## src/rtl/mgmt_pkg.sv

```systemverilog
package mgmt_pkg;
    localparam int ADDR_W     = 5;
    localparam int DATA_W     = 16;
    localparam int SHIFT_W    = 32;
    localparam int RESP_OFS   = 15;
    localparam int REGS_PER   = 1 << ADDR_W;
    localparam int CNT_W      = $clog2(DATA_W) + 1;
    localparam logic [ADDR_W-1:0] STATUS_REG  = 5'd1;
    localparam logic [DATA_W-1:0] LINK_UP_VAL = 16'h0004;
    localparam logic [DATA_W-1:0] NO_PHY_VAL  = 16'hFFFF;

    typedef enum logic [3:0] {
        ST_IDLE, ST_GOT0, ST_START, ST_OP_HI, ST_OP_LO,
        ST_PHY, ST_REG, ST_TA1, ST_TA2, ST_DATA
    } dec_state_t;

    typedef struct packed {
        logic              rd;
        logic              wr;
        logic [ADDR_W-1:0] phy;
        logic [ADDR_W-1:0] regno;
        logic [DATA_W-1:0] data;
    } mgmt_cmd_t;

    function automatic logic [SHIFT_W-1:0] resp_word(input logic [DATA_W-1:0] v);
        return SHIFT_W'(v) << RESP_OFS;
    endfunction
endpackage

```

## src/rtl/mgmt_frame_dec.sv

```systemverilog
module mgmt_frame_dec
    import mgmt_pkg::*;
(
    input  logic      clk,
    input  logic      rst,
    input  logic      bit_stb,
    input  logic      bit_in,
    output mgmt_cmd_t cmd
);
    dec_state_t        state;
    logic [CNT_W-1:0]  cnt;
    logic              is_rd;
    logic [ADDR_W-1:0] phy_acc;
    logic [ADDR_W-1:0] reg_acc;
    logic [DATA_W-1:0] data_acc;

    always_comb begin
        cmd       = '0;
        cmd.phy   = phy_acc;
        cmd.regno = {reg_acc[ADDR_W-2:0], bit_in};
        cmd.data  = {data_acc[DATA_W-2:0], bit_in};
        if (bit_stb && state == ST_REG && cnt == CNT_W'(ADDR_W-1))
            cmd.rd = is_rd;
        if (bit_stb && state == ST_DATA && cnt == CNT_W'(DATA_W-1)) begin
            cmd.wr    = 1'b1;
            cmd.regno = reg_acc;
        end
    end

    always_ff @(posedge clk) begin
        if (rst) begin
            state    <= ST_IDLE;
            cnt      <= '0;
            is_rd    <= 1'b0;
            phy_acc  <= '0;
            reg_acc  <= '0;
            data_acc <= '0;
        end else begin
            if (state == ST_IDLE) begin
                cnt      <= '0;
                phy_acc  <= '0;
                reg_acc  <= '0;
                data_acc <= '0;
            end
            if (bit_stb) begin
                case (state)
                    ST_IDLE:  state <= bit_in ? ST_IDLE : ST_GOT0;
                    ST_GOT0:  state <= bit_in ? ST_START : ST_IDLE;
                    ST_START: state <= bit_in ? ST_OP_HI : ST_OP_LO;
                    ST_OP_HI: begin
                        is_rd <= 1'b1;
                        state <= bit_in ? ST_IDLE : ST_PHY;
                    end
                    ST_OP_LO: begin
                        is_rd <= 1'b0;
                        state <= bit_in ? ST_PHY : ST_IDLE;
                    end
                    ST_PHY: begin
                        phy_acc <= {phy_acc[ADDR_W-2:0], bit_in};
                        if (cnt == CNT_W'(ADDR_W-1)) begin
                            cnt   <= '0;
                            state <= ST_REG;
                        end else cnt <= cnt + 1'b1;
                    end
                    ST_REG: begin
                        reg_acc <= {reg_acc[ADDR_W-2:0], bit_in};
                        if (cnt == CNT_W'(ADDR_W-1)) begin
                            cnt   <= '0;
                            state <= is_rd ? ST_IDLE : ST_TA1;
                        end else cnt <= cnt + 1'b1;
                    end
                    ST_TA1: state <= bit_in ? ST_TA2 : ST_IDLE;
                    ST_TA2: state <= bit_in ? ST_IDLE : ST_DATA;
                    ST_DATA: begin
                        data_acc <= {data_acc[DATA_W-2:0], bit_in};
                        if (cnt == CNT_W'(DATA_W-1)) begin
                            cnt   <= '0;
                            state <= ST_IDLE;
                        end else cnt <= cnt + 1'b1;
                    end
                    default: state <= ST_IDLE;
                endcase
            end
        end
    end

    // a 1 seen while idle keeps the decoder idle
    a_r1_idle_hold: assert property (@(posedge clk) disable iff (rst)
        (state == ST_IDLE && bit_stb && bit_in) |=> state == ST_IDLE);
    // accumulators are cleared by a cycle spent idle
    a_r1_idle_clear: assert property (@(posedge clk) disable iff (rst)
        state == ST_IDLE |=> (phy_acc == '0 && reg_acc == '0 && data_acc == '0));
    // a commit leaves the decoder idle
    a_r6_commit_idle: assert property (@(posedge clk) disable iff (rst)
        cmd.wr |=> state == ST_IDLE);
    // a read load leaves the decoder idle
    a_r4_load_idle: assert property (@(posedge clk) disable iff (rst)
        cmd.rd |=> state == ST_IDLE);
endmodule

```

## src/rtl/mgmt_regfile.sv

```systemverilog
module mgmt_regfile
    import mgmt_pkg::*;
#(
    parameter int NUM_PHY = 2
) (
    input  logic              clk,
    input  logic              rst,
    input  logic              wr_en,
    input  logic [ADDR_W-1:0] wr_phy,
    input  logic [ADDR_W-1:0] wr_reg,
    input  logic [DATA_W-1:0] wr_data,
    input  logic [ADDR_W-1:0] rd_phy,
    input  logic [ADDR_W-1:0] rd_reg,
    input  logic              link_present,
    output logic [DATA_W-1:0] rd_data
);
    localparam int DEPTH = NUM_PHY * REGS_PER;
    localparam int IDX_W = $clog2(DEPTH);

    logic [DEPTH-1:0][DATA_W-1:0] mem;
    logic wr_ok, rd_ok;
    logic [IDX_W-1:0] widx, ridx;

    assign wr_ok = int'(wr_phy) < NUM_PHY;
    assign rd_ok = int'(rd_phy) < NUM_PHY;
    assign widx  = IDX_W'({wr_phy, wr_reg});
    assign ridx  = IDX_W'({rd_phy, rd_reg});

    always_ff @(posedge clk) begin
        if (rst) mem <= '0;
        else if (wr_en && wr_ok) mem[widx] <= wr_data;
    end

    always_comb begin
        if (rd_reg == STATUS_REG) rd_data = link_present ? LINK_UP_VAL : '0;
        else if (rd_ok)           rd_data = mem[ridx];
        else                      rd_data = NO_PHY_VAL;
    end

    // writes to unbacked PHY addresses leave storage unchanged
    a_r9_no_store: assert property (@(posedge clk) disable iff (rst)
        (wr_en && !wr_ok) |=> mem == $past(mem));
    // storage is empty right after reset
    a_r10_clear: assert property (@(posedge clk)
        $past(rst) |-> mem == '0);
endmodule

```

## src/rtl/mgmt_out_shift.sv

```systemverilog
module mgmt_out_shift
    import mgmt_pkg::*;
(
    input  logic              clk,
    input  logic              rst,
    input  logic              load,
    input  logic [DATA_W-1:0] load_val,
    input  logic              pop,
    output logic              bit_out
);
    logic [SHIFT_W-1:0] shreg;

    always_ff @(posedge clk) begin
        if (rst) begin
            shreg   <= '0;
            bit_out <= 1'b0;
        end else begin
            if (pop) begin
                bit_out <= shreg[SHIFT_W-1];
                shreg   <= shreg << 1;
            end
            if (load) shreg <= resp_word(load_val);
        end
    end

    // output holds between read strobes
    a_r8_hold: assert property (@(posedge clk) disable iff (rst)
        !pop |=> $stable(bit_out));
    // dummy position and trailing bits are zero after a load
    a_r4_dummy_zero: assert property (@(posedge clk) disable iff (rst)
        load |=> (shreg[SHIFT_W-1] == 1'b0 && shreg[RESP_OFS-1:0] == '0));
endmodule

```

## src/rtl/mgmt_serial_target.sv

```systemverilog
module mgmt_serial_target
    import mgmt_pkg::*;
#(
    parameter int NUM_PHY = 2
) (
    input  logic clk,
    input  logic rst,
    input  logic bit_wr_stb,
    input  logic bit_wr_val,
    input  logic bit_rd_stb,
    input  logic link_present,
    output logic bit_out
);
    mgmt_cmd_t         cmd;
    logic [DATA_W-1:0] rd_val;

    mgmt_frame_dec u_dec (
        .clk(clk), .rst(rst), .bit_stb(bit_wr_stb), .bit_in(bit_wr_val), .cmd(cmd)
    );

    mgmt_regfile #(.NUM_PHY(NUM_PHY)) u_rf (
        .clk(clk), .rst(rst),
        .wr_en(cmd.wr), .wr_phy(cmd.phy), .wr_reg(cmd.regno), .wr_data(cmd.data),
        .rd_phy(cmd.phy), .rd_reg(cmd.regno), .link_present(link_present),
        .rd_data(rd_val)
    );

    mgmt_out_shift u_shift (
        .clk(clk), .rst(rst), .load(cmd.rd), .load_val(rd_val),
        .pop(bit_rd_stb), .bit_out(bit_out)
    );

    // a frame is either a read or a write, never both
    a_r2_one_op: assert property (@(posedge clk) disable iff (rst)
        $onehot0({cmd.rd, cmd.wr}));
    // commits and loads only happen on an input strobe
    a_r6_on_strobe: assert property (@(posedge clk) disable iff (rst)
        (cmd.rd || cmd.wr) |-> bit_wr_stb);
    // output is low right after reset
    a_r10_out_low: assert property (@(posedge clk)
        $past(rst) |-> !bit_out);
endmodule

```

## config.mk

```make
export PLATFORM = sky130hd
export DESIGN_NAME = mgmt_serial_target
export DESIGN_NICKNAME = d
export VERILOG_FILES = /design/src/rtl/mgmt_pkg.sv /design/src/rtl/mgmt_frame_dec.sv /design/src/rtl/mgmt_regfile.sv /design/src/rtl/mgmt_out_shift.sv /design/src/rtl/mgmt_serial_target.sv
export SDC_FILE = /design/constraint.sdc
export NUM_CORES = 2
export LEC_CHECK = 0
export BUFFER_PORTS_ARGS = -buffer_cell sky130_fd_sc_hd__buf_2
export CAP_MARGIN = 5
export CORE_MARGIN = 2
export CORE_UTILIZATION = 65
export DETAILED_ROUTE_END_ITERATION = 7
export HOLD_SLACK_MARGIN = 0.1
export PLACE_DENSITY = 0.86
export SYNTH_ARGS = -nofsm -noshare
export SYNTH_HDL_FRONTEND = slang
export SYNTH_SLANG_ARGS = --single-unit
```

## constraint.sdc

```tcl
create_clock -name clk -period 6.5 [get_ports clk]
set_input_delay 0.325 -clock clk [delete_from_list [all_inputs] [get_ports clk]]
set_output_delay 0.325 -clock clk [all_outputs]
set_load 0.05 [all_outputs]
```

==> summary.md <==
| Metric | Value |
|---|---|
| RSZ-0062 raised after global routing | `false` |
| DRC viols | `0` |
| Critical Path Sink | `u_shift.shreg[28]` |
| WL/cell | `between 20 and 25 um` |
| Nets | `6010` |
| Worst skew pair latency | `0.71 ns` |
| First-pass GRT wire length | `249.0 mm` |
| CP max stage cell | `o41ai_1` |
| Final Max Tran Viols | `0` |
| Initial core utilization | `0.6559` |
| Min Tclk post-route | `5.397 ns` |
| Initial DRT Pass Iterations | `7` |
| HPWL after DPL | `94.40 mm` |
| DR vias/cell | `6.619` |
| Post-route setup TNS | `0 ns` |
| Crit path from | `u_dec.cnt[0]` |
| Final WL | `163.2 mm` |
| Endpoints failing hold | `0` |
| Worst clock skew | `approximately 0.043 ns` |
| CTS tree | `yes` |
| Share of cells above drive strength 1 | `0.06067` |
| Cell Area, Synth | `46880 um^2` |
| Fill count | `5431` |
| Status | `finished clean` |
| Max incr delay on CP | `between 1 and 1.5 ns` |
| Placed cells | `6840` |
| Port Buffers | `6` |
| GPL Wtd Cong | `1.041` |
| Post-CTS Hold Fix Bufs | `1` |
| Crit path max fanout | `65` |
| Final setup fails | `0` |
| Top delay family on crit path | `compound AO/OA/AOI/OAI gates` |
| Tightest Pin Transition | `1.453 ns` |
| Num Clock Sinks | `1077` |
| H-tree depth | `3` |
| Worst rel slew slack | `0.02621` |
| CP Data Arrival Time | `5.97 ns` |
| RR Endpoint | `u_shift.shreg[28]` |
| Post CTS Setup Buffer Count | `0` |
| Die area | `74290 um^2` |
| Initial antenna violation count | `7` |
| RR Startpoint | `u_dec.cnt[0]` |
| Area grow syn2layout | `8.155%` |
| CP bufs+invs | `0` |
| GR Util All Layers | `0.4251` |
| Final ANT Viol Nets | `0` |
| R2R depth | `11` |
| Pin count of the biggest net entering global routing | `247` |
| Seq cells post-synth | `1077` |
| Max-Cap Viols | `0` |
| Sequential fraction of the synthesis area | `0.4599` |
| Fmax achieved | `about 190 MHz` |
| GR Overflow Total | `0` |
| Required @ worst endpoint | `~7 ns` |
| Pleak | `0.01593 uW` |
| I/O pin cnt | `7` |
| Worst vdd ir | `264.9 uV` |
| Primary FF master, synth | `dfxtp_1` |
| Final WS setup | `1.103 ns` |
| Root buffer cell | `clkbuf_16` |
| Vias in the first global route | `43679` |
| DRT iter0 DRCs | `a little over 8000` |
| Final worst-path cycle share | `0.8304` |
| Syn_nets | `6321` |
| Clock-pin transition on the worst setup and hold timing paths | `about 0.06 ns` |
| Synth Instances | `6311` |
| Async SR Flop Fraction | `0` |
| Startpoint Class | `flop` |
| Warnings from Yosys | `0` |
| Total power | `~13000 uW` |
| EDFF count, synth | `0` |
| Die width | `272.6 um` |
| Levels on crit path | `11` |
| Power Density | `265.6 nW/um^2` |
| Average size of a mapped cell | `roughly 7.4 um^2` |
| Crit path capture type | `flop` |
| Clk buf depth | `3` |
| Crit path cell chain | `ha_1, and3_1, ha_1, nand2_1, nor2_2, o22a_4, a21oi_1, o41ai_1, o21ai_0, nor4b_1, a21oi_1` |
| Non-filler cells, final | `7033` |
| Setup CP Type | `flop to flop` |
| Die height | `272.6 um` |
| TritonCTS Buffers | `107` |
| Via count | `46553` |
| Post-cts repair resize count | `0` |
| Hold/Removal Path Class | `primary input to flop` |
| Row count | `98` |
| Core Box Area | `71490 um^2` |
| Placement Setup Slack | `1.431 ns` |
| Synth cell types | `79` |
| Flop2flop setup slack | `1.10 ns` |
-- cells by family (layout without fill, tap and decap cells) --
kind of cell             Yosys count  after routing  share of synthesized area
flip-flops                      1077           1077                     0.4599
multiplexers                     258            258                    0.05532
other                              0              1                          0
XOR/XNOR                           1              1                  0.0001868
AND/OR/NAND/NOR                 2659           2659                     0.2254
adder cells (fa/ha/maj)            4              4                   0.001068
buffers and inverters            561            332                    0.04950
AO/OA/AOI/OAI                   1751           1751                     0.2086
-- where the power goes --
part / total [uW] / leakage, uW / internal (uW) / switching (uW)
Sequential: 6610 / 0.00868 / 6600 / 4.31
Clock: 6560 / 0.00180 / 3870 / 2690
Combinational: 297 / 0.00545 / 65.0 / 232
Total: 13500 / 0.0159 / 10500 / 2930
-- worst min-delay path by stage --
stage,from,cells after the start,endpoint,slack [ns]
2_1_floorplan,u_rf.mem[1013],2,u_rf.mem[1013],0.43
3_3_place_gp,u_rf.mem[285],2,u_rf.mem[285],0.44
3_5_place_dp,u_rf.mem[748],2,u_rf.mem[748],0.44
4_1_cts,link_present,5,u_shift.shreg[17],0.12
5_1_grt,link_present,5,u_shift.shreg[17],0.19
6_report,link_present,5,u_shift.shreg[17],0.15
-- routing by layer --
layer  vias up  track usage  wire (um)
li1      20611            -          -
met1     21559       0.5377      57950
met2      3496       0.6288      68960
met3       875       0.1144      23180
met4        12       0.3029      13040
met5         -            0         79
-- cells in the final DEF (no fill, tap or decap), types with 25 or more instances in the layout --
cell type,synthesis,layout
o21ai_0,226,226
a211oi_1,25,25
nand2_1,2316,2315
clkbuf_16,0,109
buf_4,6,116
a21oi_1,1174,1173
dfxtp_1,1077,1062
nand3_1,71,70
mux2i_1,249,249
nor2_1,127,126
o22ai_1,70,69
a22oi_1,70,70
-- final cells by class --
class                           instances  area (um^2)  share of cell area
Timing Repair Buffer                  132         1101             0.02171
Clock buffer                          151         3065             0.06045
Tap cell                              950         1189             0.02344
Inverter                                9        33.78           0.0006662
Antenna cell                            1        2.502          0.00004935
Sequential cell                      1077        21580              0.4256
Clock inverter                         40        623.1             0.01229
Multi-Input combinational cell       4673        23110              0.4558
-- through the flow --
| stage | utilization | area, um^2 | hold slack [ns] |
|---|---|---|---|
| 3_5_place_dp | 0.6576 | 47010 | 0.4418 |
| 4_1_cts | 0.7093 | 50710 | 0.1211 |
| 3_3_place_gp | 0.6575 | 47000 | 0.4374 |
| 2_1_floorplan | - | 46890 | 0.4317 |
| 5_1_grt | 0.7093 | 50710 | 0.1884 |
| 6_report | 0.7094 | 50710 | 0.1515 |
-- cell usage after synthesis (all sizes together) (9+ instances only) --
cell | instances | area share
buf | 180 | 0.019
nand2b | 24 | 0.0032
a21boi | 12 | 0.0019
nor3 | 14 | 0.0022
o221ai | 16 | 0.0030
clkbuf | 372 | 0.030
a211oi | 25 | 0.0040
nand2 | 2318 | 0.19
nor2 | 139 | 0.012
and2 | 17 | 0.0023
nand3 | 73 | 0.0082
nor4 | 14 | 0.0024
a22o | 20 | 0.0037
a311oi | 13 | 0.0024
dfxtp | 1077 | 0.46
and3 | 20 | 0.0027
a2111oi | 10 | 0.0020
mux2 | 9 | 0.0022
o22ai | 71 | 0.0096
o21ai | 230 | 0.025
o2bb2ai | 13 | 0.0024
o22a | 9 | 0.0017
mux2i | 249 | 0.053
o41ai | 18 | 0.0034
a22oi | 70 | 0.011
o31a | 11 | 0.0021
a21oi | 1175 | 0.13
a221o | 12 | 0.0026
-- worst min-delay path, stage by stage --
cell and delay, ns:
buf_2 0.15, nor2_1 0.11, nor3_1 0.06, o41ai_1 0.05, o311ai_1 0.08
-- flip-flops by register name (all words and copies together), names as in the netlist --
signal and flops:
u_dec.state 4, u_dec.is_rd 1, u_dec.data_acc 15, u_dec.reg_acc 5
u_dec.cnt 5, u_shift.shreg 17, u_rf.mem 1024, u_dec.phy_acc 5
u_shift.bit_out 1
No activity file was read; power rests on OpenSTA's default activity.
